$ cat src/rtl/sgi_pkg.sv
package sgi_pkg;
  localparam int MAX_CPUS  = 8;
  localparam int NUM_IDS   = 16;
  localparam int WORD_W    = 32;
  localparam int CPU_W     = $clog2(MAX_CPUS);
  localparam int CNT_W     = $clog2(MAX_CPUS + 1);
  localparam int ID_W      = $clog2(NUM_IDS);

  // field positions inside the written word
  localparam int ID_LSB    = 0;
  localparam int LIST_LSB  = 16;
  localparam int MODE_LSB  = 24;

  typedef enum logic [1:0] {
    FILT_LIST      = 2'd0,
    FILT_OTHERS    = 2'd1,
    FILT_SELF      = 2'd2,
    FILT_RESERVED  = 2'd3
  } filt_mode_e;
endpackage

$ cat src/rtl/sgi_decode.sv
module sgi_decode
  import sgi_pkg::*;
(
  input  logic              clk,
  input  logic              rst_n,
  input  logic              wr_en,
  input  logic [3:0]        wr_be,
  input  logic [WORD_W-1:0] wr_data,
  input  logic [CPU_W-1:0]  wr_cpu,
  input  logic [CNT_W-1:0]  cpu_count,
  output logic              fire,
  output logic [ID_W-1:0]   id,
  output logic [MAX_CPUS-1:0] mask
);
  filt_mode_e           mode;
  logic [MAX_CPUS-1:0]  list;
  logic [MAX_CPUS-1:0]  populated;
  logic [MAX_CPUS-1:0]  self_bit;
  logic                 unused_fields;

  assign mode = filt_mode_e'(wr_data[MODE_LSB +: 2]);
  assign list = wr_data[LIST_LSB +: MAX_CPUS];
  assign id   = wr_data[ID_LSB +: ID_W];
  assign unused_fields = ^{wr_data[LIST_LSB-1:ID_LSB+ID_W], wr_data[WORD_W-1:MODE_LSB+2]};

  always_comb begin
    for (int c = 0; c < MAX_CPUS; c++) begin
      populated[c] = (CNT_W'(c) < cpu_count);
      self_bit[c]  = (CPU_W'(c) == wr_cpu);
    end
  end

  always_comb begin
    unique case (mode)
      FILT_LIST:   mask = list & populated;
      FILT_OTHERS: mask = populated & ~self_bit;
      FILT_SELF:   mask = self_bit;
      default:     mask = '0;
    endcase
  end

  assign fire = wr_en && (wr_be == 4'hF) && (mode != FILT_RESERVED);


  mask_range_chk: assert property (@(posedge clk) disable iff (!rst_n)
    (fire && wr_data[MODE_LSB +: 2] != 2'd2) |-> ((mask >> cpu_count) == '0));
endmodule

$ cat src/rtl/sgi_cell.sv
module sgi_cell
  import sgi_pkg::*;
(
  input  logic                clk,
  input  logic                rst_n,
  input  logic                set_i,
  input  logic [CPU_W-1:0]    set_src,
  input  logic                clr_i,
  input  logic [CPU_W-1:0]    clr_src,
  output logic                pend_o,
  output logic [MAX_CPUS-1:0] src_o
);
  logic [MAX_CPUS-1:0] src_q, src_d;
  logic                pend_q;

  always_comb begin
    src_d = src_q;
    if (clr_i) src_d[clr_src] = 1'b0;
    if (set_i) src_d[set_src] = 1'b1;
  end

  always_ff @(posedge clk or negedge rst_n) begin
    if (!rst_n) begin
      src_q  <= '0;
      pend_q <= 1'b0;
    end else begin
      src_q  <= src_d;
      pend_q <= |src_d;
    end
  end

  assign pend_o = pend_q;
  assign src_o  = src_q;


  src_set_chk: assert property (@(posedge clk) disable iff (!rst_n)
    set_i |=> (pend_q && src_q[$past(set_src)]));


  clr_drop_chk: assert property (@(posedge clk) disable iff (!rst_n)
    (clr_i && !set_i) |=> !src_q[$past(clr_src)]);


  pend_match_chk: assert property (@(posedge clk) disable iff (!rst_n)
    pend_q == (src_q != '0));
endmodule

$ cat src/rtl/sgi_dispatch.sv
module sgi_dispatch
  import sgi_pkg::*;
(
  input  logic                               clk,
  input  logic                               rst_n,
  input  logic [CNT_W-1:0]                   cpu_count,
  input  logic                               wr_en,
  input  logic [3:0]                         wr_be,
  input  logic [WORD_W-1:0]                  wr_data,
  input  logic [CPU_W-1:0]                   wr_cpu,
  output logic [WORD_W-1:0]                  rd_data,
  input  logic                               clr_en,
  input  logic [CPU_W-1:0]                   clr_cpu,
  input  logic [ID_W-1:0]                    clr_id,
  input  logic [CPU_W-1:0]                   clr_src,
  output logic [MAX_CPUS*NUM_IDS-1:0]        pend_o,
  output logic [MAX_CPUS*NUM_IDS*MAX_CPUS-1:0] src_o
);
  logic                fire;
  logic [ID_W-1:0]     id;
  logic [MAX_CPUS-1:0] mask;

  sgi_decode u_dec (
    .clk(clk), .rst_n(rst_n), .wr_en(wr_en), .wr_be(wr_be),
    .wr_data(wr_data), .wr_cpu(wr_cpu), .cpu_count(cpu_count),
    .fire(fire), .id(id), .mask(mask)
  );

  for (genvar t = 0; t < MAX_CPUS; t++) begin : g_tgt
    for (genvar n = 0; n < NUM_IDS; n++) begin : g_id
      localparam int K = t*NUM_IDS + n;
      sgi_cell u_cell (
        .clk(clk), .rst_n(rst_n),
        .set_i(fire && mask[t] && (id == ID_W'(n))),
        .set_src(wr_cpu),
        .clr_i(clr_en && (clr_cpu == CPU_W'(t)) && (clr_id == ID_W'(n))),
        .clr_src(clr_src),
        .pend_o(pend_o[K]),
        .src_o(src_o[K*MAX_CPUS +: MAX_CPUS])
      );
    end
  end

  assign rd_data = '0;


  idle_hold_chk: assert property (@(posedge clk) disable iff (!rst_n)
    ((!wr_en || wr_be != 4'hF || wr_data[MODE_LSB +: 2] == 2'd3) && !clr_en)
      |=> ($stable(pend_o) && $stable(src_o)));
endmodule

$ cat config.mk
export PLATFORM = sky130hd
export DESIGN_NAME = sgi_dispatch
export DESIGN_NICKNAME = d
export VERILOG_FILES = /design/src/rtl/sgi_pkg.sv /design/src/rtl/sgi_decode.sv /design/src/rtl/sgi_cell.sv /design/src/rtl/sgi_dispatch.sv
export SDC_FILE = /design/constraint.sdc
export NUM_CORES = 2
export LEC_CHECK = 0
export ABC_CLOCK_PERIOD_IN_PS = 1700
export BUFFER_PORTS_ARGS = -buffer_cell sky130_fd_sc_hd__buf_2
export CAP_MARGIN = 15
export CORE_AREA = 4 4 483 485
export DETAILED_ROUTE_END_ITERATION = 8
export DIE_AREA = 0 0 487 489
export PLACE_DENSITY = 0.54
export RECOVER_POWER = 50
export SYNTH_ARGS = -nofsm -noshare
export SYNTH_HDL_FRONTEND = slang
export SYNTH_HIERARCHICAL = 1
export SYNTH_SLANG_ARGS = --single-unit
$ cat constraint.sdc
create_clock -name clk -period 1.7 [get_ports clk]
set_input_delay 0.255 -clock clk [delete_from_list [all_inputs] [get_ports clk]]
set_output_delay 0.255 -clock clk [all_outputs]
set_load 0.03 [all_outputs]
Word-level counts from Yosys, hierarchy flattened. Index checks and enable logic that the tools add are counted.

Register bits after elaboration: 1152. Bits of input ports: 57. Output and inout bits: 1184. Logic and storage cells: 1246.

$lt $le $gt $ge: 12. Eq/ne operators: 48. Muxes and demuxes: 261. Bitwise gates (word level): 260. Reduce and logical (&&, ||, !) cells: 409.

Operators by type and width (count): $mux 8 (256); $and 8x8->8 (130); $or 8x8->8 (128); $reduce_or 8->1 (128); $logic_and 1x1->1 (276); $eq 4x4->1 const B (17); $eq 4x3->1 const B (8); $pmux 8 s3 (1); $eq 4x2->1 const B (4); $lt 3x4->1 const A (4); $not 8->8 (2); $eq 3x3->1 const A (4); $eq 3x3->1 const B (4); $eq 4x1->1 const B (2); $logic_not 4->1 (2); $lt 1x4->1 const A (2); $lt 2x4->1 const A (2); $lt 3x4->1 const B (2); $demux 1 s3 (2); $eq 2x3->1 const A (2); $eq 3x2->1 const B (2); $ge 3x1->1 const B (2); $logic_not 3->1 (2); $eq 1x3->1 const A (1); other kinds (6) (7).

Logic depth before layout (Yosys ltp).
Depth in word-level cells: 10. Gate-level depth with buffers: 9. Gate-level depth less buffers: 7.

Cells and area by module. Netlist, hierarchy kept.

Modules (own cells, without submodules): sgi_cell (instances 128, cells each 51, area an instance 464.2 µm², seq. area each 225.2 µm²); sgi_dispatch (instances 1, cells each 392, area an instance 1863.0 µm², seq. area each 0.0 µm²); sgi_decode (instances 1, cells each 59, area an instance 404.1 µm², seq. area each 0.0 µm²).

Worst setup path before layout. Ideal clock, no wire load.

Kind: input to register. Start point: input clr_cpu[0]. End point: register g_tgt[0].g_id[7].u_cell.pend_q. Library setup time: 0.139 ns. Arrival: 2.321 ns. Required time: 1.561 ns. Setup slack: -0.759 ns. Cell stages on the path: 9. Path buffers: 3. Cell sequence: buf_2 > or4b_1 > buf_2 > buf_6 > nor2_1 > nand2_1 > o31ai_1 > and3b_1 > or4b_1.

Word-level cells in the longest chain between the ends: 7.

Ends and longest elaborated chain: from (decl) (RTL line sgi_dispatch.sv:13) `input logic [CPU_W-1:0] clr_cpu,`; $logic_not 3->1 (*) (RTL line sgi_dispatch.sv:36) `.clr_i(clr_en && (clr_cpu == CPU_W'(t)) && (clr_id == ID_W'(n))),`; $logic_and 1x1->1 (*) (2 in a row) (RTL line sgi_dispatch.sv:36); $mux 8 (*) (RTL line sgi_cell.sv:18) `if (clr_i) src_d[clr_src] = 1'b0;`; $or 8x8->8 (no source line); $mux 8 (*) (RTL line sgi_cell.sv:19) `if (set_i) src_d[set_src] = 1'b1;`; $reduce_or 8->1 (*) (RTL line sgi_cell.sv:28) `pend_q <= |src_d;`; to (signal assigned) (RTL line sgi_cell.sv:28); to (decl) (RTL line sgi_cell.sv:14) `logic pend_q;`.

Mark *: on every way between the ends. The rest lies on a longest branch, timed or not.

Worst setup path after layout.
Start point: input wr_data[24]. End point: register g_tgt[7].g_id[1].u_cell.pend_q.

Word-level cells in the longest chain between the ends: 6. Elaborated cells between the ends (all ways): 10. Classes of those cells: eq/ne (3); mux (2); reduce/logical (5).

Ends and longest elaborated chain: from (decl) (RTL line sgi_dispatch.sv:9) `input logic [WORD_W-1:0] wr_data,`; $ne 2x2->1 (RTL line sgi_decode.sv:42) `assign fire = wr_en && (wr_be == 4'hF) && (mode != FILT_RESERVED);`; $logic_and 1x1->1 (RTL line sgi_decode.sv:42); named net fire (RTL line sgi_dispatch.sv:19) `logic fire;`; $logic_and 1x1->1 (2 in a row) (RTL line sgi_dispatch.sv:34) `.set_i(fire && mask[t] && (id == ID_W'(n))),`; $mux 8 (RTL line sgi_cell.sv:19); $reduce_or 8->1 (RTL line sgi_cell.sv:28); to (signal assigned) (RTL line sgi_cell.sv:28); to (decl) (RTL line sgi_cell.sv:14).

The timed path passes the listed nets, and every way through them passes these cells.

==> impl_metrics.json <==
{
  "status": "complete, but fails checks",
  "failed_checks": "setup timing",
  "initial_core_util_pct": 26.9,
  "synth_async_sr_flop_share_pct": 100,
  "reg2reg_from": "g_tgt[6].g_id[3].u_cell/src_o[7]",
  "critPathCaptureType": "flop",
  "crit_fanout": 8,
  "drc": 0,
  "nets": 10500,
  "max_freq_mhz": 567,
  "slew_violations": 0,
  "wl_per_cell_um": 24.6,
  "rr_endpoint": "g_tgt[6].g_id[3].u_cell/pend_o",
  "whs_path_depth": 5,
  "hold_end": "g_tgt[7].g_id[14].u_cell/src_o[7]",
  "crit_top_cell": "buf_4",
  "synth_area_leaders": "dfrtp_1, o21ai_0, nand2b_1",
  "hold_path_class": "input port to flop",
  "critPathKind": "input port to flop",
  "rsz0062_at_grt": "yes",
  "seq_area_um2": 29100,
  "fin_crit_sh_pct": 104,
  "worstMarginPinSlew_ns": 1.42,
  "overflow": 0,
  "crit_arrival_ns": 2.43,
  "area_growth_pct": 66.3,
  "worst_setup_path_start_kind": "input port",
  "grt_usage_pct": 26.8,
  "leakage_nw": 47.3,
  "postLayoutSetupSlackWorst_ns": -0.0646,
  "worstPathRequired_ns": 2.36,
  "first_pass_iters": 6,
  "clkLatencyLatePin_ns": 0.81,
  "dp_hpwl_mm": 246,
  "post-route-util_pct": 44.7,
  "tns_ns": -1.32,
  "core-area_um2": 229000,
  "cts_buffers": 146,
  "portBuffers": 1190,
  "wirelength_mm": 334,
  "reg2reg_slack_ns": -0.06,
  "synthesis.instances": 6979,
  "fp.dieH_um": 489,
  "vias_per_cell": 5.42,
  "synth_edf_count": 0,
  "grt_first_pass_wirelength_mm": 485,
  "setup_viol": 59,
  "holdCritStartpoint": "clr_src[2]",
  "clkTransAtPathRegs_ns": 0.06,
  "ys_seq_area_share_pct": 46.7,
  "die_area_um2": 238000,
  "critPathSlowestCell": "or4b_4",
  "drt_iter0_markers": 6455,
  "grt_max_degree": 156,
  "synth_area_leader_cell": "dfrtp_1",
  "hold_viol": 0,
  "fin_skew_ns": 0.0303,
  "synth_most_common_cell": "o21ai_0",
  "nFillCells": 21900,
  "r2r_cells": 5,
  "clockBufferDepth": 3,
  "gp_congestion": 0.980,
  "ys_warn_count": 6,
  "slew_headroom_pct": 5.52,
  "rows": 176,
  "synthFlopType": "dfrtp_1",
  "yosysTopAreaCellShare_pct": 46.7,
  "antenna_left": 0,
  "power.density_nw_per_um2": 658,
  "slowest_delay_ns": 0.47,
  "crit_chain": "clkbuf_1, buf_4, a211oi_1, buf_4, nand2_1, clkbuf_2, nor2_1, and3b_1, or4b_4",
  "cts_sinks": 1152,
  "vias": 73400,
  "die_x_um": 487,
  "clockRootBuffer": "clkbuf_16",
  "num_io_pins": 1241,
  "netlist_area_um2": 61700,
  "htreeDepth": 4,
  "grt_pass1_vias": 73000,
  "crit_family": "simple AND/OR/NAND/NOR gates",
  "drive_above_1_share_pct": 39.9,
  "cts_tree": "done",
  "antenna_found_initial": 32,
  "period_needed_ns": 1.76,
  "ir_worst_vdd_mv": 0.838,
  "pre_cts_slack_ns": -0.862,
  "finalPower_mw": 67.5,
  "critPathBufInv": 4,
  "syn_avg_cell_area_um2": 8.84,
  "ys_seq_elements": 1152,
  "multi_input_area_um2": 33700,
  "max-cap-violations": 0,
  "synth_cell_types": 46,
  "synth_commonest_cells": "o21ai_0, dfrtp_1, nand2_1"
}
worst reg2reg max path, cell delays in order (launching register included):
cell and delay (ns):
dfrtp_1 0.41, buf_6 0.14, or3_1 0.35, o21ai_1 0.10, a31oi_1 0.09, or4b_1 0.53
state kept, by name, summed over array words and instances (netlist names):
register	count
g_tgt.g_id.u_cell/pend_o	128
g_tgt.g_id.u_cell/src_o	1024
cells by family after synthesis:
family / after synthesis / synth area share [%]
mux: 2 / 0.0345
buf+inv: 225 / 1.68
compound gates: 2835 / 26.5
simple gates: 2764 / 25.1
flops: 1152 / 46.7
other cells: 1 / 0.00608
what timing repair did:
action	4_1_cts	5_1_grt
hold buffers	2	0
gates cloned	0	1
buffers inserted	777	75
pin swaps	3	264
hold endpoints to repair	1129	0
gates resized for setup	2279	412
setup endpoints to repair	1103	413
layout make-up:
type / count / share of cell area [%]
multi-input combinational: 5633 / 32.8
clock inverter: 33 / 0.366
tap: 3026 / 3.69
sequential: 1152 / 28.4
timing repair buffer: 3349 / 30.0
antenna: 14 / 0.0342
inverter: 129 / 0.472
clock buffer: 221 / 4.27
per-stage QoR:
| stage | instances | instance area [um2] | hold WS [ns] |
|---|---|---|---|
| floorplan | 7010 | 63100 | -0.0406 |
| global placement | 12600 | 85000 | 0.220 |
| detailed placement | 12600 | 85000 | 0.219 |
| CTS | 13500 | 101000 | 0.0733 |
| global route | 13600 | 103000 | 0.151 |
| finish | 13600 | 103000 | 0.163 |
worst max path at each step:
stage	startpoint	endpoint	slack, ns	cells past startpoint
floorplan	clr_cpu[1]	g_tgt[0].g_id[15].u_cell/pend_o	-0.63	9
global placement	clr_cpu[1]	g_tgt[0].g_id[13].u_cell/pend_o	-0.87	8
detailed placement	clr_id[1]	g_tgt[4].g_id[0].u_cell/pend_o	-0.86	9
CTS	g_tgt[7].g_id[10].u_cell/pend_o	pend_o[122]	-0.13	1
global route	g_tgt[6].g_id[3].u_cell/src_o[7]	src_o[799]	-0.11	2
finish	wr_data[24]	g_tgt[7].g_id[1].u_cell/pend_o	-0.06	9
cell usage in the layout, fill, tap and decap left out, types with 8 or more instances in the layout:
master,synthesis,final
buf_4,38,2010
o21ai_0,1664,1518
buf_6,4,1005
dfrtp_1,1152,948
nand2b_1,643,643
nand2_1,653,602
nor2_1,644,543
o31ai_1,512,451
a31oi_1,257,257
o21ai_1,129,255
or3_1,257,249
dfrtp_2,0,204
clkbuf_16,0,151
buf_12,0,133
inv_1,129,129
and3b_1,129,129
or2b_1,128,128
a21oi_1,130,128
nand2b_2,128,127
or4b_1,131,126
o32ai_1,130,83
nor2_4,0,77
buf_2,13,75
buf_8,0,57
o31ai_2,0,54
clkbuf_1,41,50
nand2_2,0,49
o32ai_2,0,46
clkbuf_8,0,36
conb_1,1,32
clkbuf_4,0,28
nor2_2,1,25
clkbuf_2,0,23
o21ai_2,0,20
clkinv_2,0,15
diode_2,0,14
nand4b_1,11,11
or4b_4,0,8
nand4bb_1,15,8
or3_4,0,8
routing by layer:
layer	wire [um]	track usage, %	share of wire, %	vias up
met4	25000	16.8	7.5	4
met5	27	0	0.0081	-
met3	33900	8.20	10	836
met2	148000	41.7	44	3640
li1	-	-	-	32800
met1	127000	32.3	38	36100
power breakdown:
| group | total, mW | internal (mW) | switching (mW) |
|---|---|---|---|
| logic | 8.14 | 3.07 | 5.07 |
| registers | 27.8 | 27.6 | 0.190 |
| clock network | 31.5 | 18.4 | 13.2 |
No activity file was read; power rests on OpenSTA's default activity.
